==> src/rtl/flash_cmd_stager.sv <==
module flash_cmd_stager #(
  parameter int ADDR_W  = 12,
  parameter int DW      = 32,
  parameter int NW      = 6,
  parameter int CAUSE_W = 4,
  parameter int TYPE_W  = 7
) (
  input  logic                  clk,
  input  logic                  rst_n,
  input  logic                  bus_wr,
  input  logic [ADDR_W-1:0]     bus_addr,
  input  logic [DW-1:0]         bus_wdata,
  output logic [DW-1:0]         bus_rdata,
  output logic                  seq_valid,
  input  logic                  seq_ready,
  output logic [(NW-2)*DW-1:0]  seq_cmd,
  output logic [(NW-2)*DW-1:0]  seq_dseq,
  output logic                  seq_has_data,
  output logic                  seq_notify,
  input  logic                  seq_done,
  input  logic [CAUSE_W-1:0]    seq_err
);
  localparam int DESC_W = (NW-2)*DW;
  localparam logic [ADDR_W-1:0] A_STAT = ADDR_W'('h44);
  localparam logic [ADDR_W-1:0] A_CTRL = ADDR_W'('h100);
  localparam logic [ADDR_W-1:0] A_MODE = ADDR_W'('h230);
  localparam logic [1:0] MODE_SW = 2'd1;
  localparam logic [TYPE_W-1:0] T_PLAIN = TYPE_W'(0);
  localparam logic [TYPE_W-1:0] T_LEAD  = TYPE_W'(1);
  localparam logic [TYPE_W-1:0] T_DSEQ  = TYPE_W'(127);

  typedef enum logic [1:0] {S_IDLE, S_PEND, S_ISSUE, S_WAIT} st_t;

  st_t                state;
  logic [DW-1:0]      word_q [NW];
  logic [1:0]         mode_q;
  logic [DESC_W-1:0]  cmd_q, dseq_q, live;
  logic               data_q, notify_q;
  logic               st_done, st_fail;
  logic [CAUSE_W-1:0] st_cause;

  logic launch, busy, waiting;
  logic [TYPE_W-1:0] itype;
  logic [CAUSE_W-1:0] inv_bit;

  assign launch  = bus_wr && bus_addr == '0 && mode_q == MODE_SW;
  assign itype   = word_q[1][TYPE_W-1:0];
  assign busy    = state != S_IDLE;
  assign waiting = state == S_WAIT;
  assign inv_bit = CAUSE_W'(1);

  for (genvar i = 0; i < NW; i++) begin : g_word
    always_ff @(posedge clk or negedge rst_n)
      if (!rst_n) word_q[i] <= '0;
      else if (bus_wr && bus_addr == ADDR_W'(4*i)) word_q[i] <= bus_wdata;
  end

  for (genvar i = 0; i < NW-2; i++) begin : g_live
    assign live[i*DW +: DW] = word_q[i+1];
  end

  always_ff @(posedge clk or negedge rst_n)
    if (!rst_n) mode_q <= '0;
    else if (bus_wr && bus_addr == A_MODE) mode_q <= bus_wdata[6:5];

  always_ff @(posedge clk or negedge rst_n) begin
    if (!rst_n) begin
      state    <= S_IDLE;
      cmd_q    <= '0;
      dseq_q   <= '0;
      data_q   <= 1'b0;
      notify_q <= 1'b0;
      st_done  <= 1'b0;
      st_fail  <= 1'b0;
      st_cause <= '0;
    end else begin
      case (state)
        S_IDLE: if (launch) begin
          st_done  <= 1'b0;
          st_fail  <= 1'b0;
          st_cause <= '0;
          if (itype == T_PLAIN) begin
            cmd_q    <= live;
            data_q   <= 1'b0;
            notify_q <= 1'b0;
            state    <= S_ISSUE;
          end else if (itype == T_LEAD) begin
            cmd_q <= live;
            state <= S_PEND;
          end else begin
            st_done  <= 1'b1;
            st_fail  <= 1'b1;
            st_cause <= inv_bit;
          end
        end
        S_PEND: if (launch) begin
          if (itype == T_DSEQ) begin
            dseq_q   <= live;
            data_q   <= 1'b1;
            notify_q <= bus_wdata[0];
            state    <= S_ISSUE;
          end else begin
            st_done  <= 1'b1;
            st_fail  <= 1'b1;
            st_cause <= inv_bit;
            state    <= S_IDLE;
          end
        end
        S_ISSUE: begin
          if (launch) st_cause <= st_cause | inv_bit;
          if (seq_ready) state <= S_WAIT;
        end
        S_WAIT: begin
          if (seq_done) begin
            st_done  <= 1'b1;
            st_fail  <= |(st_cause | seq_err | (launch ? inv_bit : '0));
            st_cause <= st_cause | seq_err | (launch ? inv_bit : '0);
            state    <= S_IDLE;
          end else if (launch) begin
            st_cause <= st_cause | inv_bit;
          end
        end
        default: state <= S_IDLE;
      endcase
    end
  end

  assign seq_valid    = state == S_ISSUE;
  assign seq_cmd      = cmd_q;
  assign seq_dseq     = dseq_q;
  assign seq_has_data = data_q;
  assign seq_notify   = notify_q;

  always_comb begin
    bus_rdata = '0;
    for (int i = 0; i < NW; i++)
      if (bus_addr == ADDR_W'(4*i)) bus_rdata = word_q[i];
    if (bus_addr == A_STAT)
      bus_rdata = DW'({st_done, st_fail, 10'b0, st_cause});
    if (bus_addr == A_CTRL)
      bus_rdata = DW'({busy, 7'b0});
    if (bus_addr == A_MODE)
      bus_rdata = DW'({mode_q, 5'b0});
  end
endmodule

==> config.mk <==
export PLATFORM = sky130hd
export DESIGN_NAME = flash_cmd_stager
export DESIGN_NICKNAME = d
export VERILOG_FILES = /design/src/rtl/flash_cmd_stager.sv
export SDC_FILE = /design/constraint.sdc
export NUM_CORES = 1
export LEC_CHECK = 0
export BUFFER_PORTS_ARGS = -buffer_cell sky130_fd_sc_hd__buf_2
export CAP_MARGIN = 15
export CORE_UTILIZATION = 40
export CTS_BUF_LIST = sky130_fd_sc_hd__clkbuf_16
export CTS_CLUSTER_DIAMETER = 150
export CTS_CLUSTER_SIZE = 8
export DETAILED_ROUTE_END_ITERATION = 7
export HOLD_SLACK_MARGIN = 0.08
export PLACE_DENSITY = 0.62
export SYNTH_ARGS = -nofsm -noshare
export SYNTH_HDL_FRONTEND = slang
export SYNTH_SLANG_ARGS = --single-unit
==> constraint.sdc <==
create_clock -name clk -period 5.8 [get_ports clk]
set_clock_uncertainty 0.2 [all_clocks]
set_input_delay 1.16 -clock clk [delete_from_list [all_inputs] [get_ports clk]]
set_output_delay 1.16 -clock clk [all_outputs]
set_load 0.05 [all_outputs]
==> impl_metrics.ini, run 1 <==
[logic_synthesis]
dominantRegCellSynth = sky130_fd_sc_hd__dfrtp_1
syn_avg_cell_area_um2 = 14.70
synth.cell_area_mm2 = 0.01958
synth-async-reset-ratio_pct = 100.0
synth_area_leader_cell = sky130_fd_sc_hd__dfrtp_1
instance_count_of_the_mapped_netlist = 1332
netlist-cell-type-count = 50
total_of_warnings_raised_by_yosys = 0
synth-seq-area-share_pct = 58.80
synth-edff-count = 0
synth.top_cells.by_area = sky130_fd_sc_hd__dfrtp_1 (59%), sky130_fd_sc_hd__mux2_2 (20%), sky130_fd_sc_hd__mux2_4 (7.7%)
ffs_latches_synth = 460
synth_fp_nets = 1385
proportion_of_netlist_area_held_by_the_largest_area_contributor_pct = 58.80

[job]
drv_cap = 0

[floorplan]
die_area_mm2 = 0.04983
boundaryPins = 344
core_region_area_mm2 = 0.04805
floorplan.die.width_um = 223.2
placement_rows = 80
starting_density_pct = 40.74
die_h_um = 223.2

[sta]
finalHoldWorstSlack_ps = 261.2
final_period_minus_worst_setup_slack_ps = 5081
worst-slew-pin-transition_ps = 1053
slew_violations = 0
setup_tns_ps = 0
final_min_period_over_clock_period_pct = 87.61
rsz0062_at_grt = no
max_slew_margin_pct = 29.54
hold_violations = 0
max_clock_freq_ghz = 0.1968
setup_viol = 0

[clocking]
numClockSinks = 460
cts-resized-gates = 0
ctsHoldBuffers = 0
root_buffer = sky130_fd_sc_hd__clkbuf_16
clock_tree.htree_level_count = 3
cts_buffer_depth = 3
cts_setup_buffers = 0
clk_latency_ps = 590
cts_made_buffers = 67
cts_tree = done
cts.reportedPaths.clkPinSlew_ps = 50

[route]
postRouteWirelength_um = 57510
routed-via-count = 12900
detail_route.wl_per_cell_um = 24.78
initialDrtViolationCount = 901
drt_pass1_iterations = 6
vias_per_cell = 5.556
drc = 0
postRouteAntennaNets = 0

[global_route]
grt_use_total_pct = 23.33
globalRouteOverflowTotal = 0
grt_antenna_before_repair = 2
grt_first_pass_wirelength_um = 86550
pin_count_of_the_biggest_net_entering_global_routing = 162
via_count_of_the_first_global_routing_pass = 13510

[power]
power_density_over_cell_area_mw_per_mm2 = 293.1
ir_drop_mv = 0.1888
total_leakage_power_uw = 0.01269

[place]
hpwlAfterDp_um = 38370
gp_routability_congestion = 0.8824
numPortBuffers = 343

[outcome]
run_status = finished clean

[setup_path]
worst_ep_arrival_time_ps = 3720
start_kind = input port
end_kind = output port
critical_path.max_fanout = 17
critPathKind = in -> out
cp_data_required_time_ps = 4440

[layout]
area.growth.synth_to_final_pct = 21.90
final_layout_size_suffix_gt1_share_pct = 54.13
sequential_cell_area_mm2 = 0.01151
filler_cell_count = 4214
total_area_of_multi_input_combinational_cells_mm2 = 0.007607
finalNetCount = 1753

[worst_hold_path]
holdCritPathClass = reg -> reg
final timing paths:
check | from | endpoint | slack (ps) | depth (start not counted)
max in group asynchronous | rst_n | word_q[182] | 3660 | 2
min | seq_dseq[4] | seq_dseq[4] | 260 | 1
min in group asynchronous | rst_n | seq_cmd[73] | 380 | 1
min reg2reg | seq_dseq[4] | seq_dseq[4] | 260 | 1
max | bus_addr[3] | bus_rdata[4] | 720 | 9
max reg2reg | state[1] | seq_dseq[69] | 2980 | 5
sequential cells by signal, indices dropped and copies added (netlist names):
register,flops
itype,7
live,121
mode_q,2
seq_cmd,128
seq_dseq,128
seq_has_data,1
seq_notify,1
st_cause,4
st_done,1
st_fail,1
state,2
word_q,64
report_power, final:
group	internal, µW	switching (µW)	leakage, µW
registers	3220	6.86	0.00641
clock network	2230	1350	0.000914
logic	43.1	145	0.00536
total	5490	1500	0.0127
final cells by class:
type	count	share of cell area, %
flip-flops and latches	460	48.24
inverters	5	0.07865
multi-input cells	788	31.88
diodes	1	0.01049
clock buffers	73	7.655
clock inverters	1	0.1258
repair buffers	378	8.788
well taps	615	3.225
per-layer routing:
metal,wire length (µm),vias to the layer above,track usage (%)
li1,-,5551,-
met1,24850,6737,31.03
met2,26820,508,36.24
met3,4224,98,6.387
met4,1594,2,9.055
met5,14,-,0
critical path, cell delays in order:
cell and delay (ps):
sky130_fd_sc_hd__buf_2 400, sky130_fd_sc_hd__buf_4 330, sky130_fd_sc_hd__nor2b_4 480, sky130_fd_sc_hd__buf_4 260
sky130_fd_sc_hd__nand2_1 60, sky130_fd_sc_hd__o21ai_0 70, sky130_fd_sc_hd__a22oi_1 120, sky130_fd_sc_hd__nor3_1 450
sky130_fd_sc_hd__buf_2 360
cell families after synthesis:
family          share of synthesized area (%)
buf+inv                                 2.736
flops                                   58.80
compound gates                          5.363
mux                                     28.83
simple gates                            4.270
placed cells by master (no fill, tap or decap), types with 2 or more instances in the layout:
cell type,count
sky130_fd_sc_hd__nand2b_1,11
sky130_fd_sc_hd__a21oi_1,31
sky130_fd_sc_hd__a22o_1,4
sky130_fd_sc_hd__nand4_1,4
sky130_fd_sc_hd__nor2_1,38
sky130_fd_sc_hd__nand3_2,3
sky130_fd_sc_hd__buf_2,339
sky130_fd_sc_hd__o21ai_0,46
sky130_fd_sc_hd__mux2_4,100
sky130_fd_sc_hd__nor4_1,6
sky130_fd_sc_hd__a32oi_1,4
sky130_fd_sc_hd__mux2i_1,20
sky130_fd_sc_hd__nand3b_1,2
sky130_fd_sc_hd__a221oi_1,7
sky130_fd_sc_hd__nor2b_4,3
sky130_fd_sc_hd__nor3_2,2
sky130_fd_sc_hd__buf_4,30
sky130_fd_sc_hd__buf_12,8
sky130_fd_sc_hd__or2_2,2
sky130_fd_sc_hd__a22oi_1,24
sky130_fd_sc_hd__o2bb2ai_1,18
sky130_fd_sc_hd__o32a_1,2
sky130_fd_sc_hd__nor3_1,21
sky130_fd_sc_hd__and3_1,2
sky130_fd_sc_hd__dfrtp_1,460
sky130_fd_sc_hd__nor4_4,2
sky130_fd_sc_hd__nand2_1,38
sky130_fd_sc_hd__nand3_1,6
sky130_fd_sc_hd__nor2b_1,9
sky130_fd_sc_hd__clkbuf_16,73
sky130_fd_sc_hd__nor2_4,2
sky130_fd_sc_hd__a221o_1,6
sky130_fd_sc_hd__o22a_1,5
sky130_fd_sc_hd__mux2_2,350
sky130_fd_sc_hd__o31ai_1,3
sky130_fd_sc_hd__inv_1,5
through the flow:
| stage | total power (µW) | cell area [µm²] | util (%) | instances | worst slack [ps] |
|---|---|---|---|---|---|
| after floorplan | 3326 | 19580 | - | 1332 | 621.2 |
| after global placement | 3466 | 22000 | 45.80 | 2246 | 761.3 |
| after detailed placement | 3471 | 22000 | 45.80 | 2246 | 760.5 |
| after CTS | 7086 | 23860 | 49.66 | 2320 | 765.3 |
| after global routing | 7223 | 23860 | 49.66 | 2320 | 602.2 |
| final | 6994 | 23860 | 49.67 | 2321 | 718.7 |
Yosys cell counts (2+ instances only):
master,number
sky130_fd_sc_hd__nand2_1,40
sky130_fd_sc_hd__mux2i_1,20
sky130_fd_sc_hd__o21ai_0,46
sky130_fd_sc_hd__inv_1,5
sky130_fd_sc_hd__a21oi_1,31
sky130_fd_sc_hd__mux2_4,100
sky130_fd_sc_hd__nor3_1,22
sky130_fd_sc_hd__mux2_2,350
sky130_fd_sc_hd__a221o_1,6
sky130_fd_sc_hd__o2bb2ai_1,18
sky130_fd_sc_hd__buf_1,8
sky130_fd_sc_hd__buf_2,18
sky130_fd_sc_hd__clkbuf_1,39
sky130_fd_sc_hd__nor3b_1,2
sky130_fd_sc_hd__a22o_1,4
sky130_fd_sc_hd__nand3_1,8
sky130_fd_sc_hd__nand2b_1,11
sky130_fd_sc_hd__nand4_1,4
sky130_fd_sc_hd__buf_6,2
sky130_fd_sc_hd__buf_12,11
sky130_fd_sc_hd__o32a_1,2
sky130_fd_sc_hd__nand3b_1,2
sky130_fd_sc_hd__dfrtp_1,460
sky130_fd_sc_hd__o31ai_1,3
sky130_fd_sc_hd__nor2b_1,12
sky130_fd_sc_hd__a22oi_1,24
sky130_fd_sc_hd__nor2_1,40
sky130_fd_sc_hd__o22a_1,5
sky130_fd_sc_hd__nor4_4,2
sky130_fd_sc_hd__or2_2,2
sky130_fd_sc_hd__a32oi_1,4
sky130_fd_sc_hd__and3_1,2
sky130_fd_sc_hd__a221oi_1,7
sky130_fd_sc_hd__nor4_1,6
Note: power is estimated with default switching activity, not from simulation.
==> run 2: changes to the inputs <==
--- a/config.mk
+++ b/config.mk
@@ -7,13 +7,13 @@
 export LEC_CHECK = 0
 export BUFFER_PORTS_ARGS = -buffer_cell sky130_fd_sc_hd__buf_2
 export CAP_MARGIN = 15
-export CORE_UTILIZATION = 40
+export CORE_UTILIZATION = 50
 export CTS_BUF_LIST = sky130_fd_sc_hd__clkbuf_16
 export CTS_CLUSTER_DIAMETER = 150
 export CTS_CLUSTER_SIZE = 8
 export DETAILED_ROUTE_END_ITERATION = 7
 export HOLD_SLACK_MARGIN = 0.08
-export PLACE_DENSITY = 0.62
+export PLACE_DENSITY = 0.75
 export SYNTH_ARGS = -nofsm -noshare
 export SYNTH_HDL_FRONTEND = slang
 export SYNTH_SLANG_ARGS = --single-unit
==> run 2 against run 1 <==
Combinational power shrank 2%. Clock power shrank 4%. Power shrank 2.0%. Critical path depth shrank 1. Sequential share of layout area grew 0.51 points. Cell area shrank 1.0%. Global-route usage grew 4.4 points.
==> impl_metrics.ini, run 2 (synthesis gave the netlist of run 1 again) <==
[setup_path]
critPathBufInv = 3
start_kind = input port
critPathMostFrequentCell = sky130_fd_sc_hd__buf_2
timing.critical_path.slowest_stage_cell = sky130_fd_sc_hd__nor4_2
end_kind = output port
cp_data_required_time_ps = 4440
worstPathCellList = buf_2, nor4_2, and2_0, and3_1, buf_4, a22oi_1, nor3_1, buf_2
critical_path.max_fanout = 14
worst_ep_arrival_time_ps = 3920
critPathKind = in -> out
critical-path-top-delay-family = simple AND/OR/NAND/NOR gates
slowest_delay_ps = 630

[power]
switchingPower_uw = 1478
power_density_over_cell_area_mw_per_mm2 = 290.2
ir_drop_mv = 0.2107
seqPwrFrac_pct = 47.1
combPwrFrac_pct = 2.7
pwr-share-clk_pct = 50.2
internal_power_uw = 5374
sw_frac_of_total_pct = 21.57
total_leakage_power_uw = 0.01263

[job]
drv_cap = 0

[sta]
max_clock_freq_ghz = 0.1895
setup_viol = 0
final_period_minus_worst_setup_slack_ps = 5278
finalHoldWorstSlack_ps = 254.1
max_slew_margin_pct = 28.75
final_min_period_over_clock_period_pct = 91.00
setup_tns_ps = 0
hold_violations = 0
finalWorstSetupSlack_ps = 522.0
rsz0062_at_grt = no
slew_violations = 0
worst-slew-pin-transition_ps = 1065

[route]
postRouteWirelength_um = 54810
drt_pass1_iterations = 6
postRouteAntennaNets = 0
initialDrtViolationCount = 1064
vias_per_cell = 5.836
detail_route.wl_per_cell_um = 24.67
routed-via-count = 12970
drc = 0

[layout]
finalInstanceArea_mm2 = 0.02361
most_common_cell_after_layout_fill_and_taps_aside = sky130_fd_sc_hd__dfrtp_1
mostFrequentLayoutCells = sky130_fd_sc_hd__dfrtp_1 (460), sky130_fd_sc_hd__mux2_2 (350), sky130_fd_sc_hd__buf_2 (342)
finalNetCount = 1749
final_layout_size_suffix_gt1_share_pct = 54.05
area.growth.synth_to_final_pct = 20.63
fin_util_pct = 61.10

[floorplan]
starting_density_pct = 50.65
boundaryPins = 344
die_area_mm2 = 0.03995
placement_rows = 72
floorplan.die.width_um = 199.9
core_region_area_mm2 = 0.03865
die_h_um = 199.9

[clocking]
cts_made_buffers = 67
numClockSinks = 460
cts_setup_buffers = 0
cts-resized-gates = 0
cts_tree = done
clock_tree.htree_level_count = 3
ctsHoldBuffers = 0
cts_buffer_depth = 3
root_buffer = sky130_fd_sc_hd__clkbuf_16
cts.reportedPaths.clkPinSlew_ps = 50
clk_latency_ps = 580

[place]
numPortBuffers = 343
detailedPlace.worstSlack_ps = 619.3
hpwlAfterDp_um = 36380
gp_routability_congestion = 0.9107
postPlaceCellArea_mm2 = 0.02179

[worst_hold_path]
holdCritPathClass = reg -> reg

[outcome]
run_status = finished clean

[global_route]
grt_antenna_before_repair = 2
pin_count_of_the_biggest_net_entering_global_routing = 123
grt_first_pass_wirelength_um = 82570
via_count_of_the_first_global_routing_pass = 13720
grt_use_total_pct = 27.75
globalRouteOverflowTotal = 0
[run 2: changes by cell type in the layout (fill, tap and decap cells not counted), sizes merged]
cell,delta
buf,-4
clkinv,+1
diode,+1
clkbuf,-5
inv,+5
[run 2: area by class of cell]
class / count / area [µm²]
diodes: 2 / 5.005
clock buffers: 68 / 1702
clock inverters: 7 / 90.09
fillers: 2975 / 15030
inverters: 5 / 18.77
multi-input cells: 788 / 7597
flip-flops and latches: 460 / 11510
well taps: 518 / 648.1
repair buffers: 374 / 2042
[run 2: path summary, 6_finish.rpt]
kind,cells past startpoint,slack (ps),to,startpoint
max in group asynchronous,2,3550,live[69],rst_n
min in group asynchronous,1,430,seq_cmd[72],rst_n
hold / removal,1,250,seq_dseq[3],seq_dseq[3]
hold reg to reg,1,250,seq_dseq[3],seq_dseq[3]
setup / recovery,8,520,bus_rdata[20],bus_addr[9]
setup reg to reg,5,2890,seq_dseq[81],state[1]
[run 2: per-stage QoR]
step	std cells	power (µW)
2_1_floorplan	1332	3326
3_5_place_dp	2144	3465
5_1_grt	2221	7084
4_1_cts	2219	6925
6_report	2222	6852
3_3_place_gp	2144	3460
[run 2: power groups by stage]
| stage | Sequential [µW] | Clock (µW) | Combinational (µW) |
|---|---|---|---|
| after global placement | 3280 | 0 | 180 |
| after global routing | 3230 | 3650 | 204 |
| after CTS | 3230 | 3510 | 185 |
| final | 3230 | 3440 | 184 |
| after detailed placement | 3280 | 0 | 185 |
| after floorplan | 3280 | 0 | 47.7 |
[run 2: routing by layer]
metal / wire length [µm] / share of wire [%] / vias to the layer above / global-route usage, %
li1: - / - / 5530 / -
met1: 22340 / 41 / 6755 / 36.11
met2: 25830 / 47 / 560 / 43.35
met3: 4648 / 8.5 / 122 / 8.031
met4: 1990 / 3.6 / 0 / 11.90
met5: 0 / 0 / - / 0
